[config.mk]
export PLATFORM = sky130hd
export DESIGN_NAME = dr_full_adder
export DESIGN_NICKNAME = d
export VERILOG_FILES = /design/src/rtl/dr_pkg.sv /design/src/rtl/dr_celem.sv /design/src/rtl/dr_minterm_expand.sv /design/src/rtl/dr_alarm_latch.sv /design/src/rtl/dr_or_plane.sv /design/src/rtl/dr_full_adder.sv
export SDC_FILE = /design/constraint.sdc
export NUM_CORES = 1
export LEC_CHECK = 0
export BUFFER_PORTS_ARGS = -buffer_cell sky130_fd_sc_hd__buf_2
export CAP_MARGIN = 30
export CORE_AREA = 4 4 45 47
export DETAILED_ROUTE_END_ITERATION = 16
export DIE_AREA = 0 0 49 51
export HOLD_SLACK_MARGIN = 0.08
export PLACE_DENSITY_LB_ADDON = 0.15
export SLEW_MARGIN = 20
export SYNTH_ARGS = -nofsm -noshare
export SYNTH_HDL_FRONTEND = slang
export SYNTH_SLANG_ARGS = --single-unit
[constraint.sdc]
create_clock -name clk -period 0.8 [get_ports clk]
set_clock_uncertainty 0.1 [all_clocks]
set_input_delay 0.12 -clock clk [delete_from_list [all_inputs] [get_ports clk]]
set_output_delay 0.12 -clock clk [all_outputs]
set_load 0.05 [all_outputs]
[src/rtl/dr_pkg.sv]
package dr_pkg;
   localparam int NUM_OPS      = 3;
   localparam int NUM_MINTERMS = 1 << NUM_OPS;

   typedef logic [1:0] rail_t;

   localparam rail_t RAIL_NULL  = 2'b00;
   localparam rail_t RAIL_ZERO  = 2'b01;
   localparam rail_t RAIL_ONE   = 2'b10;
   localparam rail_t RAIL_ALARM = 2'b11;
endpackage

[src/rtl/dr_celem.sv]
module dr_celem #(
   parameter int N = 3
) (
   input  logic         clk,
   input  logic         rst_n,
   input  logic [N-1:0] x,
   output logic         y
);
   if (N < 2) begin : g_bad_n
      $error("dr_celem: N must be at least 2");
   end

   logic all_hi;
   logic all_lo;
   assign all_hi = &x;
   assign all_lo = ~|x;

   always_ff @(posedge clk or negedge rst_n) begin
      if (!rst_n)      y <= 1'b0;
      else if (all_hi) y <= 1'b1;
      else if (all_lo) y <= 1'b0;
   end

   // mixed inputs leave the cell unchanged
   p_celem_hold_r5: assert property (@(posedge clk) disable iff (!rst_n)
      (!all_hi && !all_lo) |=> $stable(y));
endmodule

[src/rtl/dr_minterm_expand.sv]
module dr_minterm_expand
   import dr_pkg::*;
(
   input  logic                          clk,
   input  logic                          rst_n,
   input  rail_t [NUM_OPS-1:0]           ops,
   output logic  [NUM_MINTERMS-1:0]      mt
);
   for (genvar gi = 0; gi < NUM_MINTERMS; gi++) begin : g_mt
      localparam logic [NUM_OPS-1:0] IDX = NUM_OPS'(gi);
      logic [NUM_OPS-1:0] pick;
      for (genvar k = 0; k < NUM_OPS; k++) begin : g_rail
         assign pick[k] = ops[k][IDX[k]];
      end
      dr_celem #(.N(NUM_OPS)) i_cel (
         .clk  (clk),
         .rst_n(rst_n),
         .x    (pick),
         .y    (mt[gi])
      );
   end

   // with legal codes at most one minterm is ever high
   p_mt_onehot_r2: assert property (@(posedge clk) disable iff (!rst_n)
      ((ops[0] != RAIL_ALARM) && (ops[1] != RAIL_ALARM) && (ops[2] != RAIL_ALARM)
       && $onehot0(mt)) |=> $onehot0(mt));
endmodule

[src/rtl/dr_alarm_latch.sv]
module dr_alarm_latch
   import dr_pkg::*;
(
   input  logic                clk,
   input  logic                rst_n,
   input  rail_t [NUM_OPS-1:0] ops,
   output logic                alarm_q
);
   logic hit;
   always_comb begin
      hit = 1'b0;
      for (int k = 0; k < NUM_OPS; k++) hit = hit | (&ops[k]);
   end

   always_ff @(posedge clk or negedge rst_n) begin
      if (!rst_n)   alarm_q <= 1'b0;
      else if (hit) alarm_q <= 1'b1;
   end

   // latch never clears while out of reset
   p_alarm_sticky_r7: assert property (@(posedge clk) disable iff (!rst_n)
      alarm_q |=> alarm_q);
endmodule

[src/rtl/dr_or_plane.sv]
module dr_or_plane
   import dr_pkg::*;
(
   input  logic [NUM_MINTERMS-1:0] mt,
   input  logic                    force_all,
   output rail_t                   sum,
   output rail_t                   cout
);
   if (NUM_OPS != 3) begin : g_bad_ops
      $error("dr_or_plane: full adder needs exactly three operands");
   end

   logic [NUM_MINTERMS-1:0] odd_sel;
   logic [NUM_MINTERMS-1:0] maj_sel;

   for (genvar gi = 0; gi < NUM_MINTERMS; gi++) begin : g_sel
      localparam logic [NUM_OPS-1:0] IDX = NUM_OPS'(gi);
      localparam int ONES = $countones(IDX);
      assign odd_sel[gi] = ((ONES % 2) == 1);
      assign maj_sel[gi] = ((2 * ONES) > NUM_OPS);
   end

   assign sum[1]  = (|(mt &  odd_sel)) | force_all;
   assign sum[0]  = (|(mt & ~odd_sel)) | force_all;
   assign cout[1] = (|(mt &  maj_sel)) | force_all;
   assign cout[0] = (|(mt & ~maj_sel)) | force_all;
endmodule

[src/rtl/dr_full_adder.sv]
module dr_full_adder
   import dr_pkg::*;
(
   input  logic       clk,
   input  logic       rst_n,
   input  logic [1:0] a,
   input  logic [1:0] b,
   input  logic [1:0] cin,
   output logic [1:0] sum,
   output logic [1:0] cout,
   output logic       alarm
);
   rail_t [NUM_OPS-1:0]      ops;
   logic  [NUM_MINTERMS-1:0] mt;
   rail_t                    sum_w;
   rail_t                    cout_w;

   assign ops[2] = a;
   assign ops[1] = b;
   assign ops[0] = cin;

   dr_minterm_expand i_expand (
      .clk  (clk),
      .rst_n(rst_n),
      .ops  (ops),
      .mt   (mt)
   );

   dr_alarm_latch i_alarm (
      .clk    (clk),
      .rst_n  (rst_n),
      .ops    (ops),
      .alarm_q(alarm)
   );

   dr_or_plane i_plane (
      .mt       (mt),
      .force_all(alarm),
      .sum      (sum_w),
      .cout     (cout_w)
   );

   assign sum  = sum_w;
   assign cout = cout_w;

   // illegal code on any operand raises the alarm at the next edge
   p_alarm_set_r6: assert property (@(posedge clk) disable iff (!rst_n)
      ((a == RAIL_ALARM) || (b == RAIL_ALARM) || (cin == RAIL_ALARM)) |=> alarm);

   // alarm forces every output rail high
   p_alarm_forces_r6: assert property (@(posedge clk) disable iff (!rst_n)
      alarm |-> ((sum == RAIL_ALARM) && (cout == RAIL_ALARM)));

   // without alarm the outputs never show the illegal code
   p_legal_out_r1: assert property (@(posedge clk) disable iff (!rst_n)
      !alarm |-> ($countones(sum) <= 1 && $countones(cout) <= 1));

   // all-null operands return the outputs to null at the next edge
   p_spacer_r5: assert property (@(posedge clk) disable iff (!rst_n)
      (a == RAIL_NULL && b == RAIL_NULL && cin == RAIL_NULL && !alarm)
      |=> (sum == RAIL_NULL && cout == RAIL_NULL));

   // sum and carry rails become valid together
   p_pair_valid_r2: assert property (@(posedge clk) disable iff (!rst_n)
      !alarm |-> ((sum == RAIL_NULL) == (cout == RAIL_NULL)));
endmodule

==> impl_metrics.env <==
export IMPL_start_util=0.259
export IMPL_path_delay_family="flip-flops"
export IMPL_use_met2=0.152
export IMPL_critPathMaxFanout=2
export IMPL_num_vias=451
export IMPL_setup_viol_count_final=14
export IMPL_r2r_cells=3
export IMPL_final_nets=83
export IMPL_io_pins=13
export IMPL_grt_max_degree=10
export IMPL_dp_final_hpwl_um=866
export IMPL_synth_cell_types=11
export IMPL_drt_iter0_drc=9
export IMPL_fin_area_um2=774
export IMPL_timing_fmax_mhz=699
export IMPL_clockBufferDepth=2
export IMPL_relSlewSlack=0.811
export IMPL_grt_pass1_vias=431
export IMPL_crit_chain="nor3_4 > nand2_4 > buf_8"
export IMPL_htree_levels=1
export IMPL_synth_area_mux_share=0
export IMPL_worst_setup_path_start_kind="flip-flop"
export IMPL_drive_gt1_frac=0.581
export IMPL_area_delta_synth_final_pct=81.0
export IMPL_mostFrequentLayoutCells="buf_6, a21oi_2, o21ai_0, o21ai_1"
export IMPL_required_ns=0.58
export IMPL_cts_tree="yes"
export IMPL_status="finished, violations left"
export IMPL_diodes=0
export IMPL_multi_input_area_um2=270
export IMPL_path_buf_inv=1
export IMPL_dieArea_mm2=0.00250
export IMPL_io_buffer_count=12
export IMPL_finalHoldViolations=0
export IMPL_cts_hold_buf=1
export IMPL_grt_pass1_wl_mm=2.04
export IMPL_yosys_area_share_xor_xnor=0
export IMPL_ys_ff_latch=9
export IMPL_cts_root_buf="clkbuf_4"
export IMPL_finalCritPeriodShare=1.79
export IMPL_power_density_mw_per_mm2=1520
export IMPL_synth_compound_area_frac=0.310
export IMPL_syn_inst=50
export IMPL_tns_ns=-3.91
export IMPL_seq_area_um2=228
export IMPL_die_w_um=49
export IMPL_grt_use_total=0.105
export IMPL_n_fill_cell=168
export IMPL_syn_nets=58
export IMPL_drcViolationCount=0
export IMPL_dp_cells=84
export IMPL_avgSynthCellArea_um2=8.56
export IMPL_place_gp_congestion=0.727
export IMPL_violations="setup timing"
export IMPL_final_common_cell="buf_6"
export IMPL_r2r_slack_ns=-0.16
export IMPL_yosys_warnings=0
export IMPL_rows=15
export IMPL_wl_per_cell_um=13.0
export IMPL_routed_wl_mm=1.18
export IMPL_slew_violations=0
export IMPL_antenna_left=0
export IMPL_post_drt_via_cell_ratio=4.96
export IMPL_grt_busiest_layer="met2"
export IMPL_clock_sinks=9
export IMPL_grtUsageMet3=0.0262
export IMPL_max_stage_delay_ns=0.41
export IMPL_timing_rr_end="i_alarm.alarm_q"
export IMPL_holdPathEnd="i_alarm.alarm_q"
export IMPL_path_class="reg2out"
export IMPL_antenna_found_initial=0
export IMPL_worst_slack_ns=-0.630
export IMPL_synth_fa_ha_area_frac=0
export IMPL_fp_dieH_um=51
export IMPL_overflow=0
export IMPL_crit_slowest_cell="dfrtp_1"
export IMPL_clkSlewWorstSetupHoldPaths_ns=0.06
export IMPL_min_delay_path_depth=3
export IMPL_numCtsBuffers=3
export IMPL_min_from="b[1]"
export IMPL_rsz0062_at_grt="yes"
export IMPL_netlist_area_um2=428
export IMPL_core_area_mm2=0.00165
export IMPL_r2r_start="i_alarm.alarm_q"
export IMPL_finalPower_mw=1.18
export IMPL_power_leakage_nw=0.369
export IMPL_worst_skew_pair_late_latency_ns=0.25
export IMPL_hold_class="in2reg"
export IMPL_ir_worst_vdd_v=0.00110
export IMPL_period_minus_slack_ns=1.43
export IMPL_critPathCaptureType="output port"
export IMPL_place_ws_ns=-0.377
export IMPL_yosys_area_share_simple=0.0848
export IMPL_fin_cells=91
export IMPL_synth_top_family_by_area="compound AO/OA/AOI/OAI gates"
export IMPL_ys_seq_area_frac=0.526
export IMPL_drv_cap=0
export IMPL_drtPass1Iterations=4
export IMPL_dpl_cell_area_um2=612
export IMPL_critPathArrivalTime_ns=1.21
export IMPL_use_met1=0.148
export IMPL_tightest_slew_ns=0.282
==> worst register-to-register path: stages, from the launching register on <==
cell	delay, ns
dfrtp_2	0.46
buf_6	0.14
a21oi_2	0.09
nand2_1	0.06
==> cells in the mapped netlist <==
master,number,area [um2]
dfrtp_1,9,225
nand2_1,5,18.8
a22oi_1,1,7.51
o21ai_1,8,40.0
buf_4,1,7.51
inv_1,4,15.0
buf_6,1,11.3
nor3_1,2,10.0
nor2_1,2,7.51
o21ai_0,8,40.0
a21oi_1,9,45.0
==> routing by layer <==
metal  up-vias  wire [um]
met5         -          0
met4         0          5
met3         2         58
met2        14        539
met1       212        577
li1        223          -
==> area by class of cell <==
class / count / share of cell area
Multi-Input combinational cell: 35 / 0.349
Tap cell: 17 / 0.0275
Inverter: 4 / 0.0194
Clock buffer: 4 / 0.0339
Timing Repair Buffer: 22 / 0.276
Sequential cell: 9 / 0.294
==> how the worst max path moves through the flow <==
| stage | from | to | slack (ns) | cells after the start |
|---|---|---|---|---|
| after floorplan | i_alarm.alarm_q | sum[0] | -0.26 | 2 |
| after global routing | i_expand.g_mt[4].i_cel.y | sum[1] | -0.69 | 3 |
| final | i_expand.g_mt[4].i_cel.y | sum[1] | -0.63 | 3 |
| after global placement | i_expand.g_mt[4].i_cel.y | sum[1] | -0.37 | 3 |
| after CTS | i_expand.g_mt[1].i_cel.y | sum[1] | -0.64 | 3 |
| after detailed placement | i_expand.g_mt[4].i_cel.y | sum[1] | -0.38 | 3 |
==> through the flow <==
stage,util,hold WS [ns]
3_3_place_gp,0.370,-0.108
3_5_place_dp,0.370,-0.111
5_1_grt,0.469,0.0353
6_report,0.469,0.00979
4_1_cts,0.452,0.00345
2_1_floorplan,-,-0.276
==> cells by family after synthesis <==
| group | after synthesis |
|---|---|
| AOI/OAI and AO/OA | 26 |
| buffers and inverters | 6 |
| DFF | 9 |
| and+or+nand+nor | 9 |
==> registers in the layout, summed over array words and instances, names as in the netlist <==
name and count:
i_expand.g_mt.i_cel.y 8, i_alarm.alarm_q 1
==> power by group <==
group | switching [mW] | internal, mW | total [mW]
combinational | 0.123 | 0.143 | 0.265
clock | 0.157 | 0.192 | 0.349
sequential | 0.0612 | 0.505 | 0.566
==> what timing repair did <==
item                                   CTS  global route
pin swaps                                6             6
resized for setup                       26             7
endpoints found under the hold margin   12             1
setup endpoints to repair               14            14
setup buffers                            4             2
Note: power is estimated with default switching activity, not from simulation.
